[config.mk]
export PLATFORM = sky130hd
export DESIGN_NAME = trap_arbiter
export DESIGN_NICKNAME = d
export VERILOG_FILES = /design/src/rtl/trap_pkg.sv /design/src/rtl/trap_flag_reg.sv /design/src/rtl/trap_prio_sel.sv /design/src/rtl/trap_level_stack.sv /design/src/rtl/trap_arbiter.sv
export SDC_FILE = /design/constraint.sdc
export NUM_CORES = 1
export LEC_CHECK = 0
export BUFFER_PORTS_ARGS = -buffer_cell sky130_fd_sc_hd__buf_2
export CAP_MARGIN = 20
export CORE_MARGIN = 2
export CORE_UTILIZATION = 48
export DETAILED_ROUTE_END_ITERATION = 7
export PLACE_DENSITY = 0.8
export SKIP_LAST_GASP = 1
export SLEW_MARGIN = 25
export SYNTH_ARGS = -nofsm -noshare
export SYNTH_HDL_FRONTEND = slang
export SYNTH_SLANG_ARGS = --single-unit
[constraint.sdc]
create_clock -name clk -period 5.3 [get_ports clk]
set_input_delay 0.795 -clock clk [delete_from_list [all_inputs] [get_ports clk]]
set_output_delay 0.795 -clock clk [all_outputs]
set_load 0.02 [all_outputs]
[src/rtl/trap_pkg.sv]
package trap_pkg;
  localparam int NCOND = 11;
  localparam int NUM_W = 7;

  typedef logic [1:0] lvl_t;
  localparam lvl_t LVL_IDLE = 2'd0;
  localparam lvl_t LVL_B    = 2'd1;
  localparam lvl_t LVL_A    = 2'd2;
  localparam lvl_t LVL_RST  = 2'd3;

  localparam int C_HWRST = 0;
  localparam int C_WDT   = 2;
  localparam int C_NMI   = 3;
  localparam int C_SBRK  = 6;
  localparam int C_BLO   = 7;
  localparam int C_BHI   = 10;

  localparam logic [NUM_W-1:0] NUM_RST = 7'h00;
  localparam logic [NUM_W-1:0] NUM_B   = 7'h0A;

  // class A condition index -> trap number (2, 4, 6, 8)
  function automatic logic [NUM_W-1:0] class_a_num(input int idx);
    return NUM_W'(2 * (idx - C_NMI + 1));
  endfunction

  // trap number -> vector offset
  function automatic logic [NUM_W+1:0] num_to_offset(input logic [NUM_W-1:0] n);
    return {n, 2'b00};
  endfunction
endpackage

[src/rtl/trap_flag_reg.sv]
module trap_flag_reg
  import trap_pkg::*;
(
  input  logic             clk,
  input  logic             rst_n,
  input  logic [NCOND-1:0] set_i,
  input  logic [NCOND-1:0] clr_i,
  output logic [NCOND-1:0] flags_o
);
  always_ff @(posedge clk or negedge rst_n) begin
    if (!rst_n) flags_o <= '0;
    else        flags_o <= (flags_o & ~clr_i) | set_i;
  end
endmodule

[src/rtl/trap_prio_sel.sv]
module trap_prio_sel
  import trap_pkg::*;
(
  input  logic [NCOND-1:0] pend_i,
  output logic             any_o,
  output lvl_t             lvl_o,
  output logic [NUM_W-1:0] num_o,
  output logic [NCOND-1:0] grp_o
);
  logic             a_hit;
  logic [NUM_W-1:0] a_num;
  logic [NCOND-1:0] a_grp;
  logic [NCOND-1:0] rst_grp, b_grp;

  always_comb begin
    rst_grp = '0;
    b_grp   = '0;
    for (int i = C_HWRST; i <= C_WDT; i++) rst_grp[i] = 1'b1;
    for (int i = C_BLO; i <= C_BHI; i++)   b_grp[i]   = 1'b1;
  end

  // lowest index among class A wins
  always_comb begin
    a_hit = 1'b0;
    a_num = '0;
    a_grp = '0;
    for (int i = C_SBRK; i >= C_NMI; i--) begin
      if (pend_i[i]) begin
        a_hit = 1'b1;
        a_num = class_a_num(i);
        a_grp = '0;
        a_grp[i] = 1'b1;
      end
    end
  end

  always_comb begin
    any_o = 1'b1;
    lvl_o = LVL_IDLE;
    num_o = '0;
    grp_o = '0;
    if (|(pend_i & rst_grp)) begin
      lvl_o = LVL_RST; num_o = NUM_RST; grp_o = rst_grp;
    end else if (a_hit) begin
      lvl_o = LVL_A;   num_o = a_num;   grp_o = a_grp;
    end else if (|(pend_i & b_grp)) begin
      lvl_o = LVL_B;   num_o = NUM_B;   grp_o = b_grp;
    end else begin
      any_o = 1'b0;
    end
  end
endmodule

[src/rtl/trap_level_stack.sv]
module trap_level_stack
  import trap_pkg::*;
#(
  parameter int DEPTH = 8,
  localparam int SP_W = $clog2(DEPTH + 1)
)(
  input  logic            clk,
  input  logic            rst_n,
  input  logic            push_i,
  input  lvl_t            push_lvl_i,
  input  logic            pop_i,
  output lvl_t            cur_o,
  output logic            full_o,
  output logic [SP_W-1:0] sp_o
);
  lvl_t saved [DEPTH];

  assign full_o = (sp_o == SP_W'(DEPTH));

  always_ff @(posedge clk or negedge rst_n) begin
    if (!rst_n) begin
      cur_o <= LVL_IDLE;
      sp_o  <= '0;
    end else if (push_i && !full_o) begin
      cur_o <= push_lvl_i;
      sp_o  <= sp_o + 1'b1;
    end else if (pop_i && sp_o != '0) begin
      cur_o <= saved[sp_o - 1'b1];
      sp_o  <= sp_o - 1'b1;
    end
  end

  generate
    for (genvar g = 0; g < DEPTH; g++) begin : g_slot
      always_ff @(posedge clk or negedge rst_n) begin
        if (!rst_n) saved[g] <= LVL_IDLE;
        else if (push_i && !full_o && sp_o == SP_W'(g)) saved[g] <= cur_o;
      end
    end
  endgenerate
endmodule

[src/rtl/trap_arbiter.sv]
module trap_arbiter
  import trap_pkg::*;
#(
  parameter int SEG_W = 8,
  parameter int LOW_W = 16,
  parameter int DEPTH = 8,
  localparam int SP_W = $clog2(DEPTH + 1)
)(
  input  logic                   clk,
  input  logic                   rst_n,
  input  logic [10:0]            cond_i,
  input  logic [10:0]            flag_clr_i,
  input  logic                   sw_req_i,
  input  logic [6:0]             sw_num_i,
  input  logic [SEG_W-1:0]       vec_seg_i,
  input  logic                   svc_done_i,
  output logic                   trap_req_o,
  output logic [SEG_W+LOW_W-1:0] vec_addr_o,
  output logic [6:0]             trap_num_o,
  output logic [1:0]             svc_prio_o,
  output logic [10:0]            flags_o
);
  logic [NCOND-1:0] pend_q, pend_all, sel_grp;
  logic             sel_any, full;
  lvl_t             sel_lvl, cur_lvl, new_lvl;
  logic [NUM_W-1:0] sel_num, sw_num_q, sw_num, take_num;
  logic             sw_pend_q, sw_all;
  logic             hw_take, sw_take, take;
  logic [SP_W-1:0]  sp;

  assign pend_all = pend_q | cond_i;

  trap_flag_reg u_flags (
    .clk(clk), .rst_n(rst_n), .set_i(cond_i), .clr_i(flag_clr_i), .flags_o(flags_o)
  );

  trap_prio_sel u_sel (
    .pend_i(pend_all), .any_o(sel_any), .lvl_o(sel_lvl), .num_o(sel_num), .grp_o(sel_grp)
  );

  assign sw_all   = sw_req_i | sw_pend_q;
  assign sw_num   = sw_req_i ? sw_num_i : sw_num_q;
  assign hw_take  = sel_any && (sel_lvl > cur_lvl) && !svc_done_i && !full;
  assign sw_take  = sw_all && !hw_take && !svc_done_i && !full;
  assign take     = hw_take | sw_take;
  assign new_lvl  = hw_take ? sel_lvl : cur_lvl;
  assign take_num = hw_take ? sel_num : sw_num;

  trap_level_stack #(.DEPTH(DEPTH)) u_stack (
    .clk(clk), .rst_n(rst_n), .push_i(take), .push_lvl_i(new_lvl),
    .pop_i(svc_done_i), .cur_o(cur_lvl), .full_o(full), .sp_o(sp)
  );

  assign svc_prio_o = cur_lvl;

  always_ff @(posedge clk or negedge rst_n) begin
    if (!rst_n) begin
      pend_q     <= '0;
      sw_pend_q  <= 1'b0;
      sw_num_q   <= '0;
      trap_req_o <= 1'b0;
      trap_num_o <= '0;
      vec_addr_o <= '0;
    end else begin
      pend_q     <= pend_all & ~(hw_take ? sel_grp : '0);
      sw_pend_q  <= sw_all & !sw_take;
      sw_num_q   <= sw_num;
      trap_req_o <= take;
      if (take) begin
        trap_num_o <= take_num;
        vec_addr_o <= {vec_seg_i, LOW_W'(num_to_offset(take_num))};
      end
    end
  end
endmodule

Word level (Yosys, flattened, before mapping)
Cells that the tools add are included.

Input bits: 41. Register bits: 75. Logic and storage cells: 101. Output and inout port bits: 45.

Equal/unequal tests: 9. Bitwise operators: 10. Order comparisons: 2. Reductions and logical operators: 26. Multiplexer cells: 35. $add $sub $neg: 2.

Operator list (count): 7-bit two-way mux (8); 11-bit two-way mux (4); 4-bit two-way mux (7); 11-bit bitwise AND (2); 11-bit inverter (2); 11-bit OR (2); 4-bit by 3-bit == test with 1-bit output (second input constant) (4); 1-bit logical AND (16); 2-bit two-way mux (7); 4-bit by 2-bit == test with 1-bit output (second input constant) (2); 1-bit two-way mux (8); 2-bit binary-select mux with 3-bit select (1); 5-bit by 4-bit >= comparator with 1-bit output (second input constant) (1); 4-bit inverter with 5-bit output (1); 4-bit by 1-bit adder with 4-bit output (second input constant) (1); 4-bit by 1-bit == test with 1-bit output (second input constant) (1); 4-bit == test (second input constant) (1); 1-bit logical NOT (4); 4-bit logical NOT (1); 4-bit nonzero test (1); 4-bit OR reduction (1); 4-bit by 1-bit subtractor with 4-bit output (second input constant) (1); 3-bit OR reduction (1); 2-bit > comparator (1); 5 further kinds (6).

Depth between registers and ports, before layout
Word-level depth: 19. Mapped depth: 11. Gate-level depth less buffers: 9.

Hierarchy
A second synthesis with hierarchy kept.

Cells, all modules: 357. Area total of the unflattened synthesis: 3769.9 µm².

Modules (own cells, without submodules): trap_arbiter (cells an instance 173, times used 1, sequential area each 875.8 µm², area each 1861.8 µm²); trap_level_stack (cells an instance 119, times used 1, sequential area each 550.5 µm², area each 1292.5 µm²); trap_flag_reg (cells an instance 33, times used 1, sequential area each 275.3 µm², area each 399.1 µm²); trap_prio_sel (cells an instance 32, times used 1, sequential area each 0.0 µm², area each 216.5 µm²).

Worst setup path before layout
No wires, ideal clock.

Kind: input to register. Start: in cond_i[6]. End: reg vec_addr_o[16]. Stages on the path: 8. Required time: 5175 ps. Path buffers: 1. Path slack: 2129 ps. Library setup time: 125 ps. Arrival time: 3046 ps. Path through: nor4_1 -> nand4_1 -> ha_1 -> and2_1 -> a2111oi_2 -> o22a_4 -> buf_2 -> mux2_2.

Cells in the longest elaborated chain, start to end: 16. Elaborated cells on any way between the ends: 18. Classes of those cells: order compare: 1; mux: 8; bitwise: 2; reduce/logical: 7.

RTL lines: start: declaration (RTL line trap_arbiter.sv:11) `input logic [10:0] cond_i,`; 11-bit OR (*) (RTL line trap_arbiter.sv:31) `assign pend_all = pend_q | cond_i;`; 1-bit two-way mux (*) (4 in series) (RTL line trap_prio_sel.sv:28) `if (pend_i[i]) begin`; 2-bit two-way mux (RTL line trap_prio_sel.sv:44) `end else if (a_hit) begin`; 2-bit two-way mux (RTL line trap_prio_sel.sv:42) `if (|(pend_i & rst_grp)) begin`; 2-bit > comparator (RTL line trap_arbiter.sv:43) `assign hw_take = sel_any && (sel_lvl > cur_lvl) && !svc_done_i && !full;`; 1-bit logical AND (*) (3 in series) (RTL line trap_arbiter.sv:43); 1-bit logical NOT (RTL line trap_arbiter.sv:44) `assign sw_take = sw_all && !hw_take && !svc_done_i && !full;`; 1-bit logical AND (3 in series) (RTL line trap_arbiter.sv:44); 1-bit OR (*) (RTL line trap_arbiter.sv:45) `assign take = hw_take | sw_take;`; named net take (RTL line trap_arbiter.sv:28) `logic hw_take, sw_take, take;`; end signal: assignment (RTL line trap_arbiter.sv:71) `vec_addr_o <= {vec_seg_i, LOW_W'(num_to_offset(take_num))};`; end: declaration (RTL line trap_arbiter.sv:18) `output logic [SEG_W+LOW_W-1:0] vec_addr_o,`.

Mark *: on every way through the listed nets, which the timed path passes. The rest lies on a longest branch. A chain may end at the register's enable or synchronous reset.

Final worst setup path
Start: in cond_i[6]. End: reg u_stack.saved[2] in the netlist's numbering.

Cells in the longest elaborated chain, start to end: 18. Elaborated cells on any way between the ends: 20. Classes of those cells: order compare: 1; mux: 8; bitwise: 2; reduce/logical: 9.

RTL lines: 11-bit OR (*) (RTL line trap_arbiter.sv:31); 1-bit two-way mux (*) (4 in series) (RTL line trap_prio_sel.sv:28); 2-bit two-way mux (RTL line trap_prio_sel.sv:44); 2-bit two-way mux (RTL line trap_prio_sel.sv:42); 2-bit > comparator (RTL line trap_arbiter.sv:43); 1-bit logical AND (*) (3 in series) (RTL line trap_arbiter.sv:43); 1-bit logical NOT (RTL line trap_arbiter.sv:44); 1-bit logical AND (3 in series) (RTL line trap_arbiter.sv:44); 1-bit OR (*) (RTL line trap_arbiter.sv:45); 1-bit logical AND (*) (2 in series) (RTL line trap_level_stack.sv:37) `else if (push_i && !full_o && sp_o == SP_W'(g)) saved[g] <= cur_o;`; end signal: indexed assignment (RTL line trap_level_stack.sv:37); end: declaration (RTL line trap_level_stack.sv:16) `lvl_t saved [DEPTH];`.

Every way passes the cells marked *; elsewhere a longest branch is shown, timed or not.

==> results.md <==
- In this run the static leakage power is 1.78 nW.
- The cts-stage hold buffer count is 0.
- Between clock sinks in the finished design, the worst skew comes to 11.4 ps.
- The number of antenna violations at the first check in global routing came to 0.
- The post-cts repair resize count is 0.
- The detailed-route wire length per cell is 14.4 um.
- Yosys mapped a number of flops with a built-in enable equal to 0.
- After global routing the overflow that remains totals 0.
- Entering global routing, the biggest net connects 69 pins.
- The number of setup buffers added after CTS is 0.
- The height of the die is approximately 86 um.
- For the pin with the worst max-slew slack, the measured transition is 840 ps.
- The number of global-route vias before repair was 2216.
- The accumulated negative setup slack is 0 ps.
- The horizontal extent of the die is approximately 86 um.
- The number of antenna repair diodes is 0.
- The leading cell type in the layout, fill and taps excluded is buf_2.
- TritonCTS built the clock tree.
- The maximum level of the CTS H-tree is 3.
- Max-cap violations in this run came to 0.
- The final-stage net count is 382.
- The remaining antenna violation count is 0.
- The mean instance size in the synthesized netlist is 12.2 sq um.
- The most common flop cell mapped by yosys is dfrtp_1.
- Based on the critical path, the design can be clocked at up to 269 MHz.
- The flow ran to the end, and the final reports show no timing, DRC or antenna violations.
- The count of standard-cell rows is 29.
- The sequential cell area is 1700 sq um.
- Yosys printed 0 warnings.
- The sequential share of the synthesized area is 53.1%.
- The first routing iteration left 108 violations.
- The worst voltage drop across the vdd grid is 0.382 mV.
- Summing all multi-input logic gate instances after layout gives 1310 sq um.
- After clock tree synthesis, the clock-pin slew on the worst setup and hold paths is 70 ps.
- The detailed router placed 2186 vias in this run.
- The count of endpoints failing hold in the final timing report was 0.
- The worst setup path is captured at a flop.
- The core region is roughly 6400 sq um.
- After synthesis, the netlist uses 47 different library cells.
- For this run, asynchronously set or reset flops after synthesis account for 100%.
- The arrival time at the worst endpoint is 3930 ps.
- For this run, design rule violations remaining after detail routing come to 0.
- For the worst-skew pair, the clock arrives at the later sink with an insertion delay of 340 ps.
- After detailed routing, the total wire length is about 6000 um.
- During I/O placement, the number of pins put on the boundary was 86.
- Measured against its own limit, the worst slew margin works out to 44.0%.
- The die covers 7350 sq um.
- The top cell types in the final layout, fill and taps aside, are 76 x buf_2, 68 x dfrtp_1, 26 x nor2_1.
- For this design the ratio of total power to cell area is 536 nW/um^2.
- Hold timing on the final database bottoms out at a slack of 471 ps.
- For this configuration, the core starts out at a cell density of 50.2%.
- The number of fill cells in the layout is 521.
- The final critical-path required period is between 3000 and 4000 ps.
- The number of slew-limit violations in the final report was 0.
- Setup repair after global routing left no endpoint under its margin.
- The global-route usage over all layers is 17.7%.
- The path class of the tightest hold or removal check is flop to flop.
- The HPWL after detailed placement is 4350 um.
- The startpoint-to-endpoint class of the critical path is input port to flop.
- The synthesized cell area is 3200 sq um.
- Counting every instance in the synthesized netlist gives about 260.
- The number of search-and-repair iterations in the first detailed-routing pass is 4.
- The maximum clock path buffer count is 2.
- The average vias per placed instance is 5.24.
- Buffers inserted during clock tree synthesis total 9.
- Compared with the post-synthesis result, the final layout area differs by 17.9%.
- The final weighted congestion in routability-driven placement is 0.785.
- The number of clock sinks is 68.
- The number of flip-flops and latches in the synthesized netlist is 68.
- STA classifies the critical path startpoint as an input port.
- The total of buffers placed on input and output ports is 76.
- The final critical path takes up 70.1% of the cycle.
- In this run the clock root is driven by a clkbuf_8.
- The critical path required time is 5520 ps.
- The largest driver fanout on the critical path is 23.
- The fraction of layout cells with a size suffix above 1 is 37.6%.
- The first global-routing pass estimated 10200 um of wire.
- The setup violation total in the final timing report is 0.
-- final timing paths --
| check | startpoint | endpoint | slack [ps] | cells after the start |
|---|---|---|---|---|
| hold reg to reg | u_flags.flags_o[0]$_DFF_PN0_ | u_flags.flags_o[0]$_DFF_PN0_ | 470 | 1 |
| hold / removal | u_flags.flags_o[0]$_DFF_PN0_ | u_flags.flags_o[0]$_DFF_PN0_ | 470 | 1 |
| min in group asynchronous | rst_n | vec_addr_o[21]$_DFFE_PN0N_ | 640 | 2 |
| max in group asynchronous | rst_n | u_stack.saved[10]$_DFFE_PN0P_ | 4100 | 2 |
| setup reg to reg | pend_q[6]$_DFF_PN0_ | u_stack.saved[2]$_DFFE_PN0P_ | 1770 | 8 |
| setup / recovery | cond_i[6] | u_stack.saved[2]$_DFFE_PN0P_ | 1590 | 9 |
-- per-stage QoR --
step	setup slack, ps	instance area (sq um)	utilization, %	total power, mW	cells
5_1_grt	1320	3780	59.2	2.16	417
3_5_place_dp	1050	3540	55.5	1.57	401
4_1_cts	1390	3770	59.0	2.04	417
2_1_floorplan	2130	3230	-	1.40	271
3_3_place_gp	1150	3540	55.5	1.54	401
6_report	1590	3780	59.2	2.02	417
-- cells by family after synthesis --
group / synth area share (%)
flip-flops: 53.1
AND/OR/NAND/NOR: 10.9
multiplexers: 16.2
buffers and inverters: 7.34
AO/OA/AOI/OAI: 9.22
other: 0.117
XOR/XNOR: 0.820
adder cells (fa/ha/maj): 2.34
-- state kept, by name (all words and copies together) (netlist names) --
name             count
trap_req_o           1
pend_q              11
u_flags.flags_o     11
vec_addr_o           9
sw_num_q             7
u_stack.sp_o         4
u_stack.cur_o        2
u_stack.saved       16
trap_num_o           6
sw_pend_q            1
-- metal layers --
| metal | track usage, % | share of wire (%) |
|---|---|---|
| met5 | 0 | 0 |
| met3 | 4.91 | 4.9 |
| met2 | 30.5 | 51 |
| met1 | 21.5 | 43 |
| met4 | 6.06 | 1.2 |
-- worst max-delay path, cell delays in order --
cell       delay [ps]
buf_2             120
nor4_1            530
nand4_1           350
ha_1              400
and2_1            170
a2111oi_4         630
o22a_4            450
nand3_2           140
mux2_1            330
-- report_power, final --
part / switching (mW) / total (mW) / internal (mW) / leakage (nW)
Clock: 0.199 / 0.467 / 0.268 / 0.110
Combinational: 0.407 / 0.744 / 0.337 / 0.892
Sequential: 0.132 / 0.814 / 0.682 / 0.776
-- synthesized netlist by cell type (3+ instances only) --
master / instances / area (sq um)
inv_1: 16 / 60.1
nand3_2: 5 / 50.1
buf_2: 4 / 20.0
buf_4: 17 / 128
a21oi_1: 5 / 25.0
mux2_2: 21 / 236
o21ai_0: 4 / 20.0
nand3_1: 4 / 20.0
o2bb2ai_1: 3 / 26.3
mux2i_1: 8 / 80.1
nand2_1: 10 / 37.5
mux2_1: 10 / 113
ha_1: 6 / 75.1
nor4_1: 4 / 25.0
nor2b_1: 3 / 18.8
mux4_2: 4 / 90.1
nor2_1: 26 / 97.6
a31oi_1: 3 / 18.8
a21o_1: 12 / 90.1
dfrtp_1: 68 / 1700
-- final cells by class --
| type | count | share of cell area [%] |
|---|---|---|
| Sequential cell | 68 | 45.0 |
| Inverter | 16 | 1.59 |
| Clock buffer | 9 | 3.28 |
| Timing Repair Buffer | 77 | 10.3 |
| Clock inverter | 7 | 2.62 |
| Tap cell | 77 | 2.55 |
| Multi-Input combinational cell | 163 | 34.7 |
Note: power is estimated with default switching activity, not from simulation.
